$ cat config.mk
export PLATFORM = sky130hd
export DESIGN_NAME = rst_seq_top
export DESIGN_NICKNAME = d
export VERILOG_FILES = /design/src/rtl/rst_seq_pkg.sv /design/src/rtl/rst_seq_fsm.sv /design/src/rtl/rst_seq_keylock.sv /design/src/rtl/rst_seq_flags.sv /design/src/rtl/rst_seq_top.sv
export SDC_FILE = /design/constraint.sdc
export NUM_CORES = 1
export LEC_CHECK = 0
export ABC_AREA = 1
export BUFFER_PORTS_ARGS = -buffer_cell sky130_fd_sc_hd__buf_2
export CAP_MARGIN = 40
export CORE_MARGIN = 2
export CORE_UTILIZATION = 43
export DETAILED_ROUTE_END_ITERATION = 10
export HOLD_SLACK_MARGIN = 0.12
export PLACE_DENSITY = 0.8
export SLEW_MARGIN = 20
export SYNTH_ARGS = -nofsm -noshare
export SYNTH_HDL_FRONTEND = slang
export SYNTH_SLANG_ARGS = --single-unit
$ cat constraint.sdc
create_clock -name clk -period 1.1 [get_ports clk]
set_input_delay 0 -clock clk [delete_from_list [all_inputs] [get_ports clk]]
set_output_delay 0 -clock clk [all_outputs]
set_load 0.05 [all_outputs]
$ cat src/rtl/rst_seq_pkg.sv
// Package: shared encodings for the reset sequencer.
// Assumes: register addresses are 2 bits wide.
package rst_seq_pkg;
    typedef enum logic [2:0] {
        S_PH1  = 3'd0,
        S_PH2  = 3'd1,
        S_PH3  = 3'd2,
        S_TEST = 3'd3,
        S_RUN  = 3'd4
    } seq_state_e;

    typedef enum logic [1:0] {
        K_LOCKED = 2'd0,
        K_HALF   = 2'd1,
        K_OPEN   = 2'd2
    } key_state_e;

    localparam logic [1:0] ADDR_KEY  = 2'd0;
    localparam logic [1:0] ADDR_RUN  = 2'd1;
    localparam logic [1:0] ADDR_FLAG = 2'd2;

    localparam int NFLAG    = 4;
    localparam int FL_POR   = 0;
    localparam int FL_DESTR = 1;
    localparam int FL_SHORT = 2;
    localparam int FL_STDN  = 3;
endpackage

$ cat src/rtl/rst_seq_fsm.sv
// Module: phase sequencer. It runs three timed phases, launches the self-test
// at the end of phase 3 unless the test is skipped, and restarts at phase 1
// when the test ends. A sticky done bit then skips the test on the next pass.
// Assumes: requests and st_done are single-cycle pulses synchronous to clk.
module rst_seq_fsm
    import rst_seq_pkg::*;
#(
    parameter int PHASE_CYC = 4
) (
    input  logic       clk,
    input  logic       rst_n,
    input  logic       req_destr,
    input  logic       req_short,
    input  logic       st_done,
    input  logic       bypass,
    output logic [1:0] phase_o,
    output logic       st_start,
    output logic       run_mode,
    output logic       core_clk_en,
    output logic       pass_evt
);
    localparam int CW = (PHASE_CYC > 1) ? $clog2(PHASE_CYC) : 1;
    localparam logic [CW-1:0] LAST = CW'(PHASE_CYC - 1);

    seq_state_e    st;
    logic [CW-1:0] cnt;
    logic          sticky_done;
    logic          short_seq;
    logic          skip;
    logic          phase_end;

    // Decide whether phase 3 skips the test and whether a phase ends now.
    always_comb begin
        skip      = sticky_done | short_seq | bypass;
        phase_end = (cnt == LAST);
        pass_evt  = (st == S_TEST) && st_done && !req_destr && !req_short;
    end

    // Advance the state, the phase counter and the sticky bits.
    always_ff @(posedge clk) begin
        if (!rst_n) begin
            st          <= S_PH1;
            cnt         <= '0;
            sticky_done <= 1'b0;
            short_seq   <= 1'b0;
            st_start    <= 1'b0;
        end else if (req_destr) begin
            st          <= S_PH1;
            cnt         <= '0;
            sticky_done <= 1'b0;
            short_seq   <= 1'b0;
            st_start    <= 1'b0;
        end else if (req_short) begin
            st          <= S_PH1;
            cnt         <= '0;
            short_seq   <= 1'b1;
            st_start    <= 1'b0;
        end else begin
            st_start <= 1'b0;
            unique case (st)
                S_PH1, S_PH2: begin
                    if (phase_end) begin
                        st  <= (st == S_PH1) ? S_PH2 : S_PH3;
                        cnt <= '0;
                    end else begin
                        cnt <= cnt + 1'b1;
                    end
                end
                S_PH3: begin
                    if (phase_end) begin
                        cnt <= '0;
                        if (skip) begin
                            st <= S_RUN;
                        end else begin
                            st       <= S_TEST;
                            st_start <= 1'b1;
                        end
                    end else begin
                        cnt <= cnt + 1'b1;
                    end
                end
                S_TEST: begin
                    if (st_done) begin
                        st          <= S_PH1;
                        cnt         <= '0;
                        sticky_done <= 1'b1;
                        short_seq   <= 1'b0;
                    end
                end
                default: st <= S_RUN;
            endcase
        end
    end

    // Decode the state into the phase number, run mode and clock enable.
    always_comb begin
        unique case (st)
            S_PH1:   phase_o = 2'd1;
            S_PH2:   phase_o = 2'd2;
            S_PH3:   phase_o = 2'd3;
            S_TEST:  phase_o = 2'd3;
            default: phase_o = 2'd0;
        endcase
        run_mode    = (st == S_RUN);
        core_clk_en = run_mode;
    end

    // the launch pulse lasts one cycle.
    a_r2_start_single: assert property (@(posedge clk) disable iff (!rst_n)
        st_start |=> !st_start);
    // a launch is always followed by the wait for the test result.
    a_r2_start_wait: assert property (@(posedge clk) disable iff (!rst_n)
        st_start |-> (st == S_TEST));
    // completion sends the sequence back to phase 1.
    a_r3_reentry: assert property (@(posedge clk) disable iff (!rst_n)
        pass_evt |=> (phase_o == 2'd1 && !st_start));
    // a destructive request restarts the sequence at phase 1.
    a_r4_restart: assert property (@(posedge clk) disable iff (!rst_n)
        req_destr |=> (phase_o == 2'd1));
    // the phase counter stays inside one phase length.
    a_r1_cnt_range: assert property (@(posedge clk) disable iff (!rst_n)
        cnt <= LAST);
    // a skipped pass never launches the test.
    a_r10_no_launch: assert property (@(posedge clk) disable iff (!rst_n)
        (st == S_PH3 && phase_end && skip && !req_destr && !req_short)
        |=> !st_start);
    // the core clock is off whenever a phase number is shown.
    a_r11_gate_off: assert property (@(posedge clk) disable iff (!rst_n)
        (phase_o != 2'd0) |-> !core_clk_en);
endmodule

$ cat src/rtl/rst_seq_keylock.sv
// Module: two-key unlock and the protected run register, which holds bypass.
// Assumes: one bus write per cycle; key words are given as parameters.
module rst_seq_keylock
    import rst_seq_pkg::*;
#(
    parameter logic [31:0] KEY1 = 32'hA5C3_0F96,
    parameter logic [31:0] KEY2 = 32'h5A3C_F069
) (
    input  logic        clk,
    input  logic        rst_n,
    input  logic        reg_wr,
    input  logic [1:0]  reg_addr,
    input  logic [31:0] reg_wdata,
    output logic        unlocked,
    output logic        bypass
);
    key_state_e lk;
    logic       key_wr;
    logic       run_wr;

    // Decode the bus strobes for the key and run registers.
    always_comb begin
        key_wr   = reg_wr && (reg_addr == ADDR_KEY);
        run_wr   = reg_wr && (reg_addr == ADDR_RUN);
        unlocked = (lk == K_OPEN);
    end

    // Step the unlock machine on key writes; any broken order relocks it.
    always_ff @(posedge clk) begin
        if (!rst_n) begin
            lk <= K_LOCKED;
        end else if (key_wr) begin
            if (lk == K_HALF && reg_wdata == KEY2) begin
                lk <= K_OPEN;
            end else if (reg_wdata == KEY1) begin
                lk <= K_HALF;
            end else begin
                lk <= K_LOCKED;
            end
        end
    end

    // Hold the bypass bit; it changes only on a run write while unlocked.
    always_ff @(posedge clk) begin
        if (!rst_n) begin
            bypass <= 1'b0;
        end else if (run_wr && unlocked) begin
            bypass <= reg_wdata[0];
        end
    end

    // a run write while locked leaves bypass unchanged.
    a_r9_locked_write: assert property (@(posedge clk) disable iff (!rst_n)
        (run_wr && !unlocked) |=> $stable(bypass));
    // a key word other than the expected one relocks the machine.
    a_r8_relock: assert property (@(posedge clk) disable iff (!rst_n)
        (key_wr && reg_wdata != KEY1 && !(lk == K_HALF && reg_wdata == KEY2))
        |=> (lk == K_LOCKED));
    // unlocking always passes through the half-open state.
    a_r8_order: assert property (@(posedge clk) disable iff (!rst_n)
        ($rose(unlocked)) |-> ($past(lk) == K_HALF));
endmodule

$ cat src/rtl/rst_seq_flags.sv
// Module: sticky event flags with write-1-to-clear. A set wins over a clear
// in the same cycle. Assumes: event inputs are single-cycle pulses.
module rst_seq_flags
    import rst_seq_pkg::*;
(
    input  logic             clk,
    input  logic             rst_n,
    input  logic [NFLAG-1:0] ev,
    input  logic             clr_wr,
    input  logic [NFLAG-1:0] clr_mask,
    output logic [NFLAG-1:0] flags
);
    logic [NFLAG-1:0] clr;

    // Form the clear mask from a write to the flag register.
    always_comb clr = clr_wr ? clr_mask : '0;

    // Apply the clears, then the sets; power-on leaves only its own bit.
    always_ff @(posedge clk) begin
        if (!rst_n) begin
            flags <= NFLAG'(1) << FL_POR;
        end else begin
            flags <= (flags & ~clr) | ev;
        end
    end

    // without a clear write, no flag falls.
    a_r7_no_spont_clear: assert property (@(posedge clk) disable iff (!rst_n)
        !clr_wr |=> ((flags & $past(flags)) == $past(flags)));
    // every event leaves its flag set.
    a_r6_event_sets: assert property (@(posedge clk) disable iff (!rst_n)
        (ev != '0) |=> ((flags & $past(ev)) == $past(ev)));
endmodule

$ cat src/rtl/rst_seq_top.sv
// Module: top of the reset sequencer. It ties the phase sequencer, the key
// lock and the flags to the register bus and decodes register reads.
// Assumes: rst_n is the power-on reset, already synchronous to clk.
module rst_seq_top
    import rst_seq_pkg::*;
#(
    parameter int          PHASE_CYC = 4,
    parameter logic [31:0] KEY1      = 32'hA5C3_0F96,
    parameter logic [31:0] KEY2      = 32'h5A3C_F069
) (
    input  logic        clk,
    input  logic        rst_n,
    input  logic        req_destr,
    input  logic        req_short,
    input  logic        st_done,
    input  logic        reg_wr,
    input  logic [1:0]  reg_addr,
    input  logic [31:0] reg_wdata,
    output logic [31:0] reg_rdata,
    output logic [1:0]  phase_o,
    output logic        st_start,
    output logic        run_mode,
    output logic        core_clk_en
);
    logic             bypass;
    logic             unlocked;
    logic             pass_evt;
    logic [NFLAG-1:0] flags;
    logic [NFLAG-1:0] ev;

    rst_seq_fsm #(.PHASE_CYC(PHASE_CYC)) u_fsm (
        .clk         (clk),
        .rst_n       (rst_n),
        .req_destr   (req_destr),
        .req_short   (req_short),
        .st_done     (st_done),
        .bypass      (bypass),
        .phase_o     (phase_o),
        .st_start    (st_start),
        .run_mode    (run_mode),
        .core_clk_en (core_clk_en),
        .pass_evt    (pass_evt)
    );

    rst_seq_keylock #(.KEY1(KEY1), .KEY2(KEY2)) u_key (
        .clk       (clk),
        .rst_n     (rst_n),
        .reg_wr    (reg_wr),
        .reg_addr  (reg_addr),
        .reg_wdata (reg_wdata),
        .unlocked  (unlocked),
        .bypass    (bypass)
    );

    // Collect the flag events from the requests and the test completion.
    always_comb begin
        ev           = '0;
        ev[FL_DESTR] = req_destr;
        ev[FL_SHORT] = req_short;
        ev[FL_STDN]  = pass_evt;
    end

    rst_seq_flags u_flags (
        .clk      (clk),
        .rst_n    (rst_n),
        .ev       (ev),
        .clr_wr   (reg_wr && reg_addr == ADDR_FLAG),
        .clr_mask (reg_wdata[NFLAG-1:0]),
        .flags    (flags)
    );

    // Return the register addressed by reg_addr.
    always_comb begin
        unique case (reg_addr)
            ADDR_KEY:  reg_rdata = {31'd0, unlocked};
            ADDR_RUN:  reg_rdata = {31'd0, bypass};
            ADDR_FLAG: reg_rdata = {{(32-NFLAG){1'b0}}, flags};
            default:   reg_rdata = '0;
        endcase
    end

    // run mode and the core clock enable agree with the phase output.
    a_r11_run_clock: assert property (@(posedge clk) disable iff (!rst_n)
        run_mode |-> (core_clk_en && phase_o == 2'd0));
endmodule

==> impl_metrics.py <==
metrics = {
    "critical_path": {
        "setup.worst_path.end_class": "output port",
        "worst-r2r-setup-slack_ns": 0,
        "reg2reg_to": "u_fsm.st[1]",
        "cp-startpoint": "u_fsm.st[1]",
        "reg2reg_depth": 8,
        "cp.required_ns": 1.10,
        "worstPathArrival_ns": 1.14,
        "cp_max_fo": 5,
        "crit_type": "flop to output port",
        "max_stage_delay_ns": 0.33,
        "path_common_cell": "buf_6",
        "cp-endpoint": "core_clk_en",
        "crit_slowest_cell": "dfxtp_2",
        "critPathLaunchType": "flop",
        "crit_chain": "buf_6 > nor3_4 > buf_6",
        "r2r-start": "u_fsm.st[0]",
    },
    "sta": {
        "hold_viol_final": 0,
        "fin_crit_sh_pct": 104,
        "fin_crit_ns": 1.14,
        "finClkSkew_ns": 0.00407,
        "setup_violations": 4,
        "layout_setup_ws_ns": -0.0411,
        "slew_violations": 0,
        "max_freq_mhz": 876,
        "rsz0062_at_grt": "true",
        "timing.hold.ws_ns": 0.0737,
    },
    "synth": {
        "synth_edf_count": 0,
        "synth_most_common_cell": "nand2_1",
        "ys_seq_area_share_pct": 24.3,
        "yosysTopAreaCell": "dfxtp_1",
        "synth_area_leaders": "dfxtp_1 24%, buf_4 18%, nand2_1 12%",
        "synth_cells": 206,
        "mappedNetlistArea_sq_um": 1240,
        "synth_top_area_share_pct": 24.3,
        "async_reset_ff_share_pct": 0,
        "synthTopCellsByCount": "41 x nand2_1, 34 x nor2_1, 30 x inv_1",
        "ys_warn_count": 0,
        "syn_area_per_cell_sq_um": 6.01,
        "ys_types": 21,
        "ys_ff_latch": 15,
        "ys.flop_type": "dfxtp_1",
    },
    "route": {
        "drt_pass1_iterations": 4,
        "avgRoutedWirePerCell_um": 9.69,
        "postRouteAntennaNets": 0,
        "first_iter_violations": 42,
        "via_per_inst": 4.48,
        "drt-total-wl_mm": 2.98,
        "drc": 0,
        "route.vias.total": 1375,
    },
    "placement": {
        "place_congestion": 0.843,
        "place_area_sq_um": 1430,
        "numPortBuffers": 48,
        "dpl.hpwl_mm": 2.14,
        "pre_cts_ws_ns": 0.0369,
    },
    "power": {
        "ir_drop_mv": 0.726,
        "power.density_nw_per_um2": 808,
        "p_leak_nw": 0.911,
    },
    "clocking": {
        "htreeDepth": 1,
        "cts_tree": "yes",
        "clkSlewWorstSetupHoldPaths_ns": 0.10,
        "cts.sinks": 15,
        "clockBufferDepth": 2,
        "cts_buffers": 3,
        "ctsRootBufferMaster": "clkbuf_4",
        "clk-insertion-delay-late_ns": 0.29,
    },
    "cells_and_area": {
        "diodes": 0,
        "final.fill_count": 254,
        "area.sequential_sq_um": 305,
        "fin_util_pct": 62.2,
        "drive_gt1_share_pct": 29.3,
        "multi_input_area_sq_um": 742,
        "stdcell_area_sq_um": 1700,
        "area_delta_synth_final_pct": 37.4,
        "final_net_count": 318,
    },
    "status": {
        "status": "finished, violations left",
        "violations": "setup timing",
    },
    "floorplanning": {
        "placementRows": 19,
        "ios": 77,
        "die_w_um": 57.6,
        "start_util_pct": 45.3,
        "fp.dieH_um": 57.6,
        "die-area_sq_um": 3320,
        "core_area_sq_um": 2730,
    },
    "global_routing": {
        "grt_pass1_vias": 1188,
        "grt_pass1_wl_mm": 4.69,
        "grt-ovfl-total": 0,
        "track_usage_pct": 17.6,
        "grt_start_max_net_pins": 9,
        "grt_antenna_before_repair": 0,
    },
    "job": {
        "max_cap_viol_count": 0,
    },
    "min_path": {
        "hold_class": "primary input to flop",
    },
}
==> layout make-up <==
class	count	share of cell area [%]
sequential	15	18.0
multi-input combinational	156	43.6
clock buffer	4	1.55
timing repair buffer	68	27.3
tap	31	2.28
inverter	33	7.28
==> registers in the layout (all words and copies together), names as in the netlist <==
signal	count
u_flags.flags	4
u_fsm.cnt	2
u_fsm.short_seq	1
u_fsm.st	3
u_fsm.st_start	1
u_fsm.sticky_done	1
u_key.bypass	1
u_key.lk	2
==> logic make-up after synthesis <==
| kind of cell | Yosys count | share of synthesized area (%) |
|---|---|---|
| flip-flops | 15 | 24.3 |
| other | 1 | 0.303 |
| AND/OR/NAND/NOR | 107 | 37.8 |
| adder cells (fa/ha/maj) | 1 | 1.01 |
| buffers and inverters | 62 | 27.6 |
| AO/OA/AOI/OAI | 20 | 9.00 |
==> stage by stage <==
stage          TNS, ns  cells  power (W)
6_report        -0.131    307    0.00137
5_1_grt         -0.471    307    0.00144
4_1_cts         -0.110    304    0.00134
3_5_place_dp         0    286   0.000997
3_3_place_gp         0    286   0.000994
2_1_floorplan   -0.486    233   0.000966
==> worst max-delay path: cells and delay by family (launching register included) <==
kind | cells | cell delay, ns
buf+inv | 2 | 0.31
flops | 1 | 0.33
simple gates | 1 | 0.21
==> report_power, final <==
part	switching [W]	leakage, nW	internal, W
sequential	0.00000811	0.123	0.000556
clock	0.000190	0.0150	0.000141
combinational	0.000346	0.773	0.000133
total	0.000544	0.911	0.000830
==> layer usage <==
layer	share of wire (%)	GRT usage (%)	vias to the layer above
met5	0	0	-
met4	1.0	5.98	0
met3	7.3	2.90	5
met2	52	31.2	54
met1	40	21.5	595
li1	-	-	721
==> cell usage in the layout, fill, tap and decap left out <==
cell type / Yosys / final
a21oi_1: 10 / 9
a21oi_2: 0 / 1
buf_2: 0 / 42
buf_4: 29 / 6
buf_6: 0 / 5
buf_8: 0 / 1
clkbuf_1: 0 / 1
clkbuf_4: 0 / 4
conb_1: 1 / 28
dfxtp_1: 15 / 11
dfxtp_2: 0 / 4
dlygate4sd3_1: 0 / 13
ha_1: 1 / 1
inv_1: 30 / 28
inv_2: 3 / 5
nand2_1: 41 / 40
nand2_2: 2 / 2
nand2_4: 0 / 1
nand3_1: 16 / 15
nand3_2: 0 / 1
nand3b_1: 5 / 5
nor2_1: 34 / 33
nor2_2: 3 / 2
nor2_4: 1 / 3
nor3_1: 4 / 2
nor3_2: 0 / 1
nor3_4: 0 / 1
o211a_1: 1 / 1
o21ai_0: 3 / 3
o21ai_1: 4 / 4
o21ai_2: 1 / 1
o31ai_1: 1 / 1
or2_2: 1 / 1
==> worst min-delay path by stage <==
stage | start | end | slack (ns) | cells after the start
floorplan | rst_n | u_flags.flags[0] | 0.07 | 1
global placement | rst_n | u_flags.flags[0] | 0.23 | 2
detailed placement | rst_n | u_flags.flags[0] | 0.23 | 2
CTS | rst_n | u_key.bypass | 0.02 | 3
global route | rst_n | u_fsm.sticky_done | 0.09 | 5
finish | rst_n | u_fsm.sticky_done | 0.07 | 5
==> repair_timing <==
item | 4_1_cts | 5_1_grt
hold buffers | 10 | 4
hold endpoints to repair | 15 | 5
gates cloned | 0 | 0
setup endpoints to repair | 5 | 12
pin swaps | 1 | 3
resized for setup | 12 | 15
buffers inserted | 4 | 0
No activity file was read; power rests on OpenSTA's default activity.
